### src/rtl/mesh_search_pkg.sv
package mesh_search_pkg;

  typedef enum logic [2:0] {
    ST_IDLE,
    ST_LOAD,
    ST_BCAST,
    ST_CMP,
    ST_COLRED,
    ST_ROWRED,
    ST_DONE
  } phase_t;

  // Broadcast step on which a cell captures the key: row 0 along the row,
  // other rows after the row-0 sweep completes, down each column.
  function automatic int arrive_step(input int row, input int col, input int q);
    return (row == 0) ? col : (q - 1 + row);
  endfunction

endpackage

### src/rtl/mesh_ctrl.sv
module mesh_ctrl
  import mesh_search_pkg::*;
#(
  parameter int Q  = 4,
  parameter int CW = 5,
  parameter int SW = 3
) (
  input  logic          clk,
  input  logic          rst_n,
  input  logic          start,
  input  logic          ld_valid,
  input  logic          key_valid,
  output phase_t        phase,
  output logic [SW-1:0] step,
  output logic [CW-1:0] ld_cnt,
  output logic          ld_ready,
  output logic          key_ready,
  output logic          ld_fire,
  output logic          key_fire,
  output logic          done
);
  localparam int N = Q * Q;
  localparam logic [CW-1:0] CNT_FULL = CW'(N);
  localparam logic [SW-1:0] BC_LAST  = SW'(2 * (Q - 1));
  localparam logic [SW-1:0] RED_LAST = SW'(Q - 1);

  assign ld_ready  = (phase == ST_LOAD) && (ld_cnt < CNT_FULL);
  assign key_ready = (phase == ST_LOAD) && (ld_cnt == CNT_FULL);
  assign ld_fire   = ld_ready && ld_valid;
  assign key_fire  = key_ready && key_valid;
  assign done      = (phase == ST_DONE);

  always_ff @(posedge clk or negedge rst_n) begin
    if (!rst_n) begin
      phase  <= ST_IDLE;
      step   <= '0;
      ld_cnt <= '0;
    end else begin
      unique case (phase)
        ST_IDLE, ST_DONE: begin
          if (start) begin
            phase  <= ST_LOAD;
            ld_cnt <= '0;
          end
        end
        ST_LOAD: begin
          if (ld_fire) ld_cnt <= ld_cnt + 1'b1;
          if (key_fire) begin
            phase <= ST_BCAST;
            step  <= SW'(1);
          end
        end
        ST_BCAST: begin
          if (step == BC_LAST) phase <= ST_CMP;
          else step <= step + 1'b1;
        end
        ST_CMP: begin
          phase <= ST_COLRED;
          step  <= SW'(1);
        end
        ST_COLRED: begin
          if (step == RED_LAST) begin
            phase <= ST_ROWRED;
            step  <= SW'(1);
          end else begin
            step <= step + 1'b1;
          end
        end
        ST_ROWRED: begin
          if (step == RED_LAST) phase <= ST_DONE;
          else step <= step + 1'b1;
        end
        default: phase <= ST_IDLE;
      endcase
    end
  end

  assert_ready_excl_R4: assert property (@(posedge clk) disable iff (!rst_n)
    !(ld_ready && key_ready));

  assert_cnt_bound_R3: assert property (@(posedge clk) disable iff (!rst_n)
    ld_cnt <= CNT_FULL);

  assert_key_launch_R4: assert property (@(posedge clk) disable iff (!rst_n)
    key_fire |=> (phase == ST_BCAST));

  assert_start_ignored_R2: assert property (@(posedge clk) disable iff (!rst_n)
    (phase == ST_BCAST || phase == ST_CMP || phase == ST_COLRED) |=> (phase != ST_LOAD));

  assert_done_hold_R8: assert property (@(posedge clk) disable iff (!rst_n)
    (done && !start) |=> done);

endmodule

### src/rtl/mesh_pe.sv
module mesh_pe
  import mesh_search_pkg::*;
#(
  parameter int ROW = 0,
  parameter int COL = 0,
  parameter int Q   = 4,
  parameter int DW  = 8,
  parameter int IW  = 5,
  parameter int SW  = 3
) (
  input  logic          clk,
  input  logic          rst_n,
  input  logic          ld_en,
  input  logic [DW-1:0] ld_val,
  input  logic          inj_en,
  input  logic          bc_en,
  input  logic          cmp_en,
  input  logic          colred_en,
  input  logic          rowred_en,
  input  logic [SW-1:0] step,
  input  logic [DW-1:0] x_nb,
  input  logic [IW-1:0] res_nb,
  input  logic [IW-1:0] res_rt,
  output logic [DW-1:0] x_q,
  output logic [IW-1:0] res_q
);
  localparam int ARR = arrive_step(ROW, COL, Q);
  localparam logic [IW-1:0] IDX  = IW'(ROW * Q + COL + 1);
  localparam logic [IW-1:0] SENT = '1;
  localparam bit HAS_BELOW = (ROW < Q - 1);
  localparam bit HAS_RIGHT = (ROW == 0) && (COL < Q - 1);
  localparam logic [SW-1:0] COL_STEP = SW'(Q - 1 - ROW);
  localparam logic [SW-1:0] ROW_STEP = SW'(Q - 1 - COL);

  logic [DW-1:0] entry_q;
  logic x_en, col_act, row_act;

  assign x_en    = inj_en || (bc_en && step == SW'(ARR));
  assign col_act = HAS_BELOW && colred_en && (step == COL_STEP);
  assign row_act = HAS_RIGHT && rowred_en && (step == ROW_STEP);

  always_ff @(posedge clk or negedge rst_n) begin
    if (!rst_n) begin
      entry_q <= '0;
      x_q     <= '0;
      res_q   <= SENT;
    end else begin
      if (ld_en) entry_q <= ld_val;
      if (x_en) x_q <= x_nb;
      if (cmp_en) res_q <= (entry_q == x_q) ? IDX : SENT;
      else if (col_act) res_q <= (res_nb < res_q) ? res_nb : res_q;
      else if (row_act) res_q <= (res_rt < res_q) ? res_rt : res_q;
    end
  end

  assert_red_monotone_R5: assert property (@(posedge clk) disable iff (!rst_n)
    (colred_en || rowred_en) |=> (res_q <= $past(res_q)));

endmodule

### src/rtl/mesh_search.sv
module mesh_search
  import mesh_search_pkg::*;
#(
  parameter int Q  = 4,
  parameter int DW = 8
) (
  input  logic                       clk,
  input  logic                       rst_n,
  input  logic                       start,
  input  logic                       ld_valid,
  output logic                       ld_ready,
  input  logic [DW-1:0]              ld_data,
  input  logic                       key_valid,
  output logic                       key_ready,
  input  logic [DW-1:0]              key_data,
  output logic                       done,
  output logic [$clog2(Q*Q+1)-1:0]   result_idx
);
  localparam int N  = Q * Q;
  localparam int IW = $clog2(N + 1);
  localparam int CW = $clog2(N + 1);
  localparam int SW = $clog2(2 * Q);
  localparam logic [IW-1:0] SENT = '1;

  phase_t        phase;
  logic [SW-1:0] step;
  logic [CW-1:0] ld_cnt;
  logic          ld_fire, key_fire;

  logic [DW-1:0] x_w   [N];
  logic [IW-1:0] res_w [N];

  mesh_ctrl #(.Q(Q), .CW(CW), .SW(SW)) u_ctrl (
    .clk       (clk),
    .rst_n     (rst_n),
    .start     (start),
    .ld_valid  (ld_valid),
    .key_valid (key_valid),
    .phase     (phase),
    .step      (step),
    .ld_cnt    (ld_cnt),
    .ld_ready  (ld_ready),
    .key_ready (key_ready),
    .ld_fire   (ld_fire),
    .key_fire  (key_fire),
    .done      (done)
  );

  logic bc_en, cmp_en, colred_en, rowred_en;
  assign bc_en     = (phase == ST_BCAST);
  assign cmp_en    = (phase == ST_CMP);
  assign colred_en = (phase == ST_COLRED);
  assign rowred_en = (phase == ST_ROWRED);

  for (genvar r = 0; r < Q; r++) begin : g_row
    for (genvar c = 0; c < Q; c++) begin : g_col
      localparam int K = r * Q + c;
      logic [DW-1:0] x_src;
      logic [IW-1:0] below, right;
      logic          inj, ld_sel;

      if (r == 0 && c == 0) begin : g_corner
        assign x_src = key_data;
        assign inj   = key_fire;
      end else if (r == 0) begin : g_top
        assign x_src = x_w[K-1];
        assign inj   = 1'b0;
      end else begin : g_inner
        assign x_src = x_w[K-Q];
        assign inj   = 1'b0;
      end

      if (r < Q - 1) begin : g_has_below
        assign below = res_w[K+Q];
      end else begin : g_no_below
        assign below = SENT;
      end

      if (c < Q - 1) begin : g_has_right
        assign right = res_w[K+1];
      end else begin : g_no_right
        assign right = SENT;
      end

      assign ld_sel = ld_fire && (ld_cnt == CW'(K));

      mesh_pe #(
        .ROW(r), .COL(c), .Q(Q), .DW(DW), .IW(IW), .SW(SW)
      ) u_pe (
        .clk       (clk),
        .rst_n     (rst_n),
        .ld_en     (ld_sel),
        .ld_val    (ld_data),
        .inj_en    (inj),
        .bc_en     (bc_en),
        .cmp_en    (cmp_en),
        .colred_en (colred_en),
        .rowred_en (rowred_en),
        .step      (step),
        .x_nb      (x_src),
        .res_nb    (below),
        .res_rt    (right),
        .x_q       (x_w[K]),
        .res_q     (res_w[K])
      );

      assert_bcast_complete_R5: assert property (@(posedge clk) disable iff (!rst_n)
        cmp_en |-> (x_w[K] == x_w[0]));
    end
  end

  assign result_idx = res_w[0];

  assert_result_range_R6: assert property (@(posedge clk) disable iff (!rst_n)
    done |-> (result_idx == SENT || (result_idx >= IW'(1) && result_idx <= IW'(N))));

endmodule

### config.mk
export PLATFORM = sky130hd
export DESIGN_NAME = mesh_search
export DESIGN_NICKNAME = d
export VERILOG_FILES = /design/src/rtl/mesh_search_pkg.sv /design/src/rtl/mesh_ctrl.sv /design/src/rtl/mesh_pe.sv /design/src/rtl/mesh_search.sv
export SDC_FILE = /design/constraint.sdc
export NUM_CORES = 1
export LEC_CHECK = 0
export ABC_AREA = 1
export ABC_CLOCK_PERIOD_IN_PS = 2190
export BUFFER_PORTS_ARGS = -buffer_cell sky130_fd_sc_hd__buf_2
export CAP_MARGIN = 0
export CORE_ASPECT_RATIO = 0.8
export CORE_UTILIZATION = 62
export CTS_CLUSTER_DIAMETER = 120
export CTS_CLUSTER_SIZE = 12
export DETAILED_ROUTE_END_ITERATION = 6
export GPL_ROUTABILITY_DRIVEN = 0
export PLACE_DENSITY = 0.79
export SYNTH_ARGS = -nofsm -noshare
export SYNTH_HDL_FRONTEND = slang
export SYNTH_SLANG_ARGS = --single-unit
### constraint.sdc
create_clock -name clk -period 2.19 [get_ports clk]
set_input_delay 0.219 -clock clk [delete_from_list [all_inputs] [get_ports clk]]
set_output_delay 0.219 -clock clk [all_outputs]
set_load 0.02 [all_outputs]
* Word level (Yosys, flattened, before mapping)
Cells that the tools add are included. W data, S select, Z words.
Word-level totals: latch bits 0, output and inout bits 8, memories kept 0, bits of input ports 21, memory bits (read-only) 0, register bits 347, RAM bits 0
Operators by class: muxes and demuxes 72, equality and inequality tests 55, order comparisons 16, multipliers 0, add/sub/neg operators 2, reductions and logical operators 73, shift-type cells 0, div/mod/pow operators 0, bitwise logic cells 0
Operators with widths (number):
- $mux W5 | 59
- $eq A8 B8 Y1 | 16
- $lt A5 B5 Y1 | 15
- $eq A5 B4 Y1 const B | 8
- $logic_and A1 B1 Y1 | 33
- $mux W3 | 9
- $reduce_bool A2 Y1 | 13
- $eq A5 B3 Y1 const B | 4
- $eq A3 B3 Y1 const B | 6
- $pmux W3 S6 | 1
- $reduce_and A2 Y1 | 9
- $reduce_bool A3 Y1 | 6
- $pmux W3 S5 | 1
- $eq A3 B2 Y1 const B | 4
- $reduce_and A3 Y1 | 4
- $eq A5 B2 Y1 const B | 2
- $ne A2 B2 Y1 const B | 5
- $pmux W5 S2 | 1
- $eq A3 B1 Y1 const B | 2
- $logic_not A3 Y1 | 2
- $ne A2 B1 Y1 const B | 3
- $ne A3 B2 Y1 const B | 2
- $add A5 B1 Y5 const B | 1
- $eq A5 B1 Y1 const B | 1
- 11 further kinds | 11

* Logic depth before layout (Yosys ltp)
Gate-level depths: netlist (run 1).
word-level depth 5, gate-level depth with buffers 12, gate-level depth less buffers 12

* Cells and area by module
A second synthesis (run 1) with hierarchy kept.
Second synthesis, totals: cell total of the unflattened synthesis 2118, area, all modules 18310.1 µm²
By module, submodules not included:
- mesh_pe (g_row[2].g_col[1].u_pe ...) | instances 2, area an instance 1138.6 µm², seq. area each 531.8 µm², cells an instance 125
- mesh_pe (g_row[1].g_col[2].u_pe ...) | instances 2, area an instance 1064.8 µm², seq. area each 531.8 µm², cells an instance 116
- mesh_pe (g_row[3].g_col[0].u_pe ...) | instances 2, area an instance 864.6 µm², seq. area each 426.7 µm², cells an instance 99
- mesh_pe (g_row[0].g_col[1].u_pe) | instances 1, area an instance 1306.3 µm², seq. area each 531.8 µm², cells an instance 165
- mesh_pe (g_row[0].g_col[2].u_pe) | instances 1, area an instance 1300.0 µm², seq. area each 531.8 µm², cells an instance 164
- mesh_pe (g_row[0].g_col[0].u_pe) | instances 1, area an instance 1287.5 µm², seq. area each 531.8 µm², cells an instance 158
- mesh_pe (g_row[1].g_col[1].u_pe) | instances 1, area an instance 1139.8 µm², seq. area each 531.8 µm², cells an instance 124
- mesh_pe (g_row[1].g_col[3].u_pe) | instances 1, area an instance 1069.8 µm², seq. area each 531.8 µm², cells an instance 118
- mesh_pe (g_row[0].g_col[3].u_pe) | instances 1, area an instance 1068.5 µm², seq. area each 531.8 µm², cells an instance 103
- mesh_pe (g_row[1].g_col[0].u_pe) | instances 1, area an instance 1067.3 µm², seq. area each 531.8 µm², cells an instance 117
- mesh_pe (g_row[2].g_col[2].u_pe) | instances 1, area an instance 1057.3 µm², seq. area each 531.8 µm², cells an instance 115
- mesh_ctrl | instances 1, area an instance 970.9 µm², seq. area each 275.3 µm², cells an instance 134
- mesh_pe (g_row[3].g_col[3].u_pe) | instances 1, area an instance 868.3 µm², seq. area each 426.7 µm², cells an instance 97
- mesh_pe (g_row[3].g_col[2].u_pe) | instances 1, area an instance 860.8 µm², seq. area each 426.7 µm², cells an instance 99
- mesh_search | instances 1, area an instance 177.7 µm², seq. area each 0.0 µm², cells an instance 44

* Worst setup path before layout (run 1)
No wires, ideal clock.
kind reg2reg, from register g_row[1].g_col[3].u_pe.res_q[2], to register g_row[1].g_col[3].u_pe.res_q[1], required time 2.107 ns, library setup time 0.083 ns, clock period less this slack 1.653 ns, data arrival time 1.570 ns, slack 0.537 ns, cell stages (with the launch flop) 9, cell sequence dfstp_2 inv_1 ha_1 a21oi_1 nor2_1 nor3_1 nand2_1 nand2_1 nand3_1
On the way: word-level cells in the longest chain between the ends 3
Ends and longest elaborated chain:
- start, declared | RTL line mesh_pe.sv:25 | output logic [IW-1:0] res_q
- start signal, assigned | RTL line mesh_pe.sv:50 | if (cmp_en) res_q <= (entry_q == x_q) ? IDX : SENT;
- start signal, assigned | RTL line mesh_pe.sv:51 | else if (col_act) res_q <= (res_nb < res_q) ? res_nb : res_q;
- start signal, assigned | RTL line mesh_pe.sv:52 | else if (row_act) res_q <= (res_rt < res_q) ? res_rt : res_q;
- $lt A5 B5 Y1 | RTL line mesh_pe.sv:51
- $reduce_bool A2 Y1 (no line)
- $reduce_and A2 Y1 (no line)
Every way passes these cells. A chain may end at the register's enable or synchronous reset.

* Final worst setup path (run 1)
from register u_ctrl.ld_cnt[0], to output port key_ready
On the way: word-level cells in the longest chain between the ends 2
Ends and longest elaborated chain:
- start, declared | RTL line mesh_ctrl.sv:15 | output logic [CW-1:0] ld_cnt,
- start signal, assigned | RTL line mesh_ctrl.sv:47 | if (ld_fire) ld_cnt <= ld_cnt + 1'b1;
- $eq A5 B5 Y1 | RTL line mesh_ctrl.sv:28 | assign key_ready = (phase == ST_LOAD) && (ld_cnt == CNT_FULL);
- $logic_and A1 B1 Y1 | RTL line mesh_ctrl.sv:28
- end, declared | RTL line mesh_search.sv:14 | output logic key_ready,
Every way passes these cells.

==> summary.txt, run 1 <==
Slew HR = 56.61%
CP Cell Sequence = inv_1 -> ha_1 -> inv_1 -> nor4_4 -> buf_4
Required @ worst endpoint = 1.97 ns
Post-CTS Setup Bufs = 0
WP data arrival = 1.84 ns
Combinational Power Share = 30.7%
Net Switching = 6608 uW
Min-Delay Path Class = input port to register
Drt via density = 5.565
WP buf/inv = 3
Initial DRC Count = 876
DIE WIDTH = 176.9 um
Worst-Margin Slew = 0.6492 ns
Via Count = 12230
CP max-delay cell = dfrtp_1
Seq/Total Area, Yosys = 51.66%
Vias in the first global route = 11580
WL final = 37900 um
Static leakage = 0.008233 uW
Largest net degree at the start of global routing = 72
Reg2reg start = u_ctrl.phase[2]$_DFFE_PN0P_
CP max stage delay = 0.42 ns
Seq pwr share = 44.1%
Io pins = 29
Crit start category = register
Post-Place Cell Area = 15850 um^2
Detailed Place HPWL = 25810 um
Post-route ant nets = 0
Post-synth top area share = 44.04%
Pwr dens = 1084 nW/um^2
Synthesized Nets = 1892
Largest area contributor in the netlist = dfrtp_1
Clock root cell = clkbuf_16
Clock Path Buffers = 3
Synth area leaders = dfrtp_1 (44%), nand2_1 (14%), o21ai_0 (8.3%), dfstp_2 (7.6%), inv_1 (4.8%)
Utilization after layout = 70.72%
Status = completed
Core area = 23710 um^2
Maximum vdd ir drop = 0.0009382 V
Antenna cells = 0
Reg2reg path depth = 8
Post-Layout Cell Count = 2197
Internal Pwr Total = 11580 uW
Avg Inst Size Synth = 8.368 um^2
Fmax = 0.4855 GHz
First-pass GRT wire length = 61040 um
# Max-Cap Violations = 0
Layout Nets = 1942
Worst-path clk slew = 0.06 ns
DRC Markers = 0
Die outline area = 25100 um^2
# setup viols final = 0
Clk_lat worst skew = 0.55 ns
TNS Setup = 0 ns
P&R area growth vs syn = 10.53%
Initial antenna violation count = 0
DR WL/cell = 17.25 um
Hold WS = 0.07080 ns
Top post-synthesis cells by count = nand2_1 (559), dfrtp_1 (267), o21ai_0 (251)
Syn Inst Count = 1813
Synth Warn # = 0
Slew Viols, Final = 0
R2R Path End = g_row[3].g_col[3].u_pe.entry_q[0]$_DFFE_PN0P_
Gr usage total = 31.46%
CP max FO = 4
Synthesized cell area = 15170 um^2
Minimum clock period = 2.060 ns
#FFs+latches synth = 311
PortBufs = 28
CP most frequent cell = inv_1
Cell with the most instances after synthesis = nand2_1
Final design instance area without fill = 16770 um^2
Endpoints failing hold = 0
Synth Flop Type = dfrtp_1
Cts bufs inserted = 29
Pre-antenna DRT Iters = 5
Worst hold path startpoint = ld_valid
Global-route congestion overflow total = 0
Number of synthesized flops with an enable pin = 0
Synth unique cells = 36
R2R Setup Slk = 0.20 ns
CTS tree = built
Clock Sinks = 311
Share of cells above drive strength 1 = 9.973%
H-Tree Depth = 1
Switching fraction of total power = 36.34%
Worst Hold End = u_ctrl.ld_cnt[4]$_DFFE_PN0P_
Asr flop ratio synth = 100.0%
Critical path class = register to primary output
WHS Path Cells = 3
Critical Path End Type = primary output
Placed Cells = 2135
Cell family with most CP delay = flip-flops
Worst Clk Skew = 0.009393 ns
Height of the chip = 141.9 um
Core Rows = 50
RSZ-0062 raised after global routing = no
Final cycle utilization of the critical path = 94.06%
Initial Util = 63.98%
Clock power share = 25.2%
## metrics by stage
step                power [uW]  setup WS [ns]
CTS                      18130        0.08435
finish                   18180         0.1301
global placement         13180         0.3719
global route             19340        0.02981
detailed placement       13480         0.2804
floorplan                11720         0.5369
## how the worst max path moves through the flow
stage | start | endpoint | slack [ns] | cells after the start
after floorplan | g_row[1].g_col[3].u_pe.res_q[2]$_DFFE_PN1P_ | g_row[1].g_col[3].u_pe.res_q[1]$_DFFE_PN1P_ | 0.54 | 8
after global placement | g_row[1].g_col[3].u_pe.res_q[2]$_DFFE_PN1P_ | g_row[1].g_col[3].u_pe.res_q[4]$_DFFE_PN1P_ | 0.37 | 8
after detailed placement | g_row[1].g_col[3].u_pe.res_q[2]$_DFFE_PN1P_ | g_row[1].g_col[3].u_pe.res_q[1]$_DFFE_PN1P_ | 0.28 | 8
after CTS | u_ctrl.ld_cnt[0]$_DFFE_PN0P_ | key_ready | 0.08 | 5
after global routing | u_ctrl.ld_cnt[0]$_DFFE_PN0P_ | key_ready | 0.03 | 5
final | u_ctrl.ld_cnt[0]$_DFFE_PN0P_ | key_ready | 0.13 | 5
## layout make-up
| type | count | area, um^2 |
|---|---|---|
| Sequential cell | 311 | 7838 |
| Fill cell | 1852 | 6942 |
| Multi-Input combinational cell | 1246 | 6354 |
| Clock buffer | 53 | 815.8 |
| Inverter | 202 | 758.2 |
| Timing Repair Buffer | 73 | 613.1 |
| Tap cell | 312 | 390.4 |
## layer usage
| metal | routed length [um] | share of wire [%] | GRT usage, % |
|---|---|---|---|
| met1 | 17360 | 46 | 47.44 |
| met2 | 16730 | 44 | 48.01 |
| met3 | 2956 | 7.8 | 4.904 |
| met5 | 0 | 0 | 0 |
| met4 | 854 | 2.3 | 7.305 |
## cell families after synthesis
group / synth area share, %
AND/OR/NAND/NOR: 21.45
AO/OA/AOI/OAI: 10.66
flip-flops: 51.66
buffers and inverters: 6.573
XOR/XNOR: 4.503
adder cells (fa/ha/maj): 4.784
multiplexers: 0.3711
## placed cells by master (no fill, tap or decap), types with 24 or more instances in the layout
master     Yosys  layout
a21oi_1       31      31
buf_2         25      26
buf_4          1      29
clkbuf_1      26      24
clkbuf_16      0      29
dfrtp_1      267     267
dfstp_2       44      44
ha_1          58      58
inv_1        196     196
nand2_1      559     558
nand3_1       53      53
nor2_1       102     102
o21ai_0      251     251
xnor2_1       47      47
xor2_1        31      31
## tightest hold or removal path, stage by stage
cell and delay (ns):
buf_2 0.11, nand2_4 0.13, o22ai_1 0.11
## flip-flops by register name, summed over array words and instances, names as in the netlist
signal                    flops
u_ctrl.step                   3
g_row.g_col.u_pe.x_q        128
u_ctrl.phase                  3
u_ctrl.ld_cnt                 5
g_row.g_col.u_pe.res_q       44
g_row.g_col.u_pe.entry_q    128
## timing repair
action / 4_1_cts / 5_1_grt
resized for setup: 0 / 3
hold endpoints to repair: 57 / 0
hold buffers: 9 / 0
setup endpoints to repair: 0 / 1
## power by group through the flow
stage | sequential [uW] | clock, uW | combinational, uW
floorplan | 7790 | 0 | 3930
global placement | 8020 | 0 | 5160
detailed placement | 8070 | 0 | 5410
CTS | 7980 | 4620 | 5520
global route | 8130 | 4850 | 6360
finish | 8020 | 4590 | 5580
(Power assumes the default switching activity.)
==> inputs of run 2 (changes only) <==
Settings changed: PLACE_DENSITY 0.79 to 0.75.
==> run 2 against run 1 <==
Effect of this change:
- core utilization did not move
- power is 0.19% higher
- count of clock-buffer cells in the layout unchanged
- largest cell class unchanged
- first-iteration DRC count rose by 21%
- register-to-register slack worse by 0.04 ns
- combinational power hardly changed
- non-clock buffer count grew 2
- clock skew increased by 0.012 ns
- die area unchanged
- wire length rose by 1.3%
- design area stayed put
==> summary.txt, run 2 (synthesized netlist as in run 1, its figures left out) <==
Die outline area = 25100 um^2
DRC Markers = 0
Filler Cells Inserted = 1881
Detailed Place HPWL = 26680 um
# Max-Cap Violations = 0
WP data arrival = 1.92 ns
Gr usage total = 31.75%
Clock root cell = clkbuf_16
Slew Viols, Final = 0
Final cycle utilization of the critical path = 97.62%
Met1 Usage GRT = 47.58%
Leading registers by flop count = g_row.g_col.u_pe.entry_q x128, g_row.g_col.u_pe.x_q x128, g_row.g_col.u_pe.res_q x44
P&R area growth vs syn = 10.53%
DIE WIDTH = 176.9 um
Vias in the first global route = 11590
Share of cells above drive strength 1 = 10.07%
Post-CTS Setup Bufs = 0
H-Tree Depth = 1
TNS Setup = 0 ns
Crit start category = register
Post-route ant nets = 0
Clock Path Buffers = 3
Via Count = 12060
PortBufs = 28
Commonest cells after routing, fill and taps aside = nand2_1 (558), dfrtp_1 (267), o21ai_0 (251), inv_1 (196), nor2_1 (102)
Fmax = 0.4678 GHz
Most common cell after layout, fill and taps aside = nand2_1
Status = completed
Hold WS = 0.06428 ns
Critical Path End Type = primary output
CP max FO = 4
Post-Layout Cell Count = 2199
Min-Delay Path Class = input port to register
Minimum clock period = 2.138 ns
Worst Clk Skew = 0.02093 ns
# setup viols final = 0
Maximum vdd ir drop = 0.0008831 V
Clk_lat worst skew = 0.56 ns
Pre-antenna DRT Iters = 6
Io pins = 29
Height of the chip = 141.9 um
Endpoints failing hold = 0
Layout Nets = 1944
Initial DRC Count = 1060
Core Rows = 50
Drt via density = 5.485
Static leakage = 0.008231 uW
Met2 usage = 48.90%
Slew HR = 45.22%
Cts bufs inserted = 29
Required @ worst endpoint = 1.97 ns
Pwr dens = 1086 nW/um^2
DR WL/cell = 17.46 um
Met3 usage = 4.073%
Largest net degree at the start of global routing = 63
Initial Util = 63.98%
Clock Sinks = 311
Antenna cells = 0
First-pass GRT wire length = 61340 um
CTS tree = built
Grt peak-use layer = met2
Initial antenna violation count = 0
Worst-Margin Slew = 0.8209 ns
RSZ-0062 raised after global routing = no
WL final = 38400 um
Global-route congestion overflow total = 0
Core area = 23710 um^2
Critical path class = register to primary output
Placed Cells = 2137
Worst-path clk slew = 0.07 ns
R2R Setup Slk = 0.16 ns
-- run 2: changes by cell type in the layout (fill, tap and decap cells not counted), sizes merged --
| cell | previous run | this run |
|---|---|---|
| buf | 64 | 66 |
-- run 2: what timing repair did --
action                                  CTS  global route
endpoints found under the setup margin    1             1
hold buffers                              9             0
gates cloned                              0             0
pin swaps                                 0             0
endpoints found under the hold margin    61             0
gates resized for setup                   1             1
-- run 2: worst max-delay path: stages, from the launching register on --
cell	delay, ns
dfrtp_1	0.42
inv_1	0.14
ha_1	0.16
inv_1	0.09
nor4_4	0.34
buf_2	0.22
-- run 2: through the flow --
| stage | cell area, um^2 | util, % | setup slack [ns] | total power (uW) |
|---|---|---|---|---|
| floorplan | 15170 | - | 0.5369 | 11720 |
| global placement | 15850 | 66.84 | 0.3310 | 13300 |
| detailed placement | 15850 | 66.84 | 0.2273 | 13550 |
| CTS | 16760 | 70.69 | 0.04678 | 18200 |
| global route | 16770 | 70.72 | 0.01395 | 19350 |
| finish | 16770 | 70.72 | 0.05222 | 18220 |
-- run 2: where the power goes --
part / leakage [uW] / internal, uW / switching, uW / total [uW]
registers: 0.00413 / 7020 / 1030 / 8050
logic: 0.00372 / 2080 / 3480 / 5570
clock network: 0.000386 / 2480 / 2120 / 4600
-- run 2: area by class of cell --
type	count	area (um^2)	share of cell area, %
clock buffer	53	815.8	4.865
inverter	202	758.2	4.522
multi-input combinational	1246	6354	37.89
sequential	311	7838	46.74
tap	312	390.4	2.328
timing repair buffer	75	613.1	3.656
-- run 2: worst paths after layout --
| kind | to | depth (start not counted) | from |
|---|---|---|---|
| min in group asynchronous | g_row[3].g_col[2].u_pe.x_q[3]$_DFFE_PN0P_ | 2 | rst_n |
| worst max register to register | g_row[2].g_col[2].u_pe.res_q[2]$_DFFE_PN1P_ | 8 | u_ctrl.phase[2]$_DFFE_PN0P_ |
| max in group asynchronous | g_row[3].g_col[1].u_pe.res_q[0]$_DFFE_PN1P_ | 3 | rst_n |
| worst min-delay path | u_ctrl.ld_cnt[4]$_DFFE_PN0P_ | 3 | ld_valid |
| worst max-delay path | key_ready | 5 | u_ctrl.ld_cnt[0]$_DFFE_PN0P_ |
| worst min register to register | g_row[0].g_col[1].u_pe.res_q[4]$_DFFE_PN1P_ | 2 | g_row[0].g_col[1].u_pe.res_q[4]$_DFFE_PN1P_ |
-- run 2: per-layer routing --
metal / wire (um) / part of all wire (%) / vias to the layer above
li1: - / - / 5858
met1: 17920 / 47 / 5771
met2: 17000 / 44 / 365
met3: 2525 / 6.6 / 67
met4: 953 / 2.5 / 0
met5: 0 / 0 / -
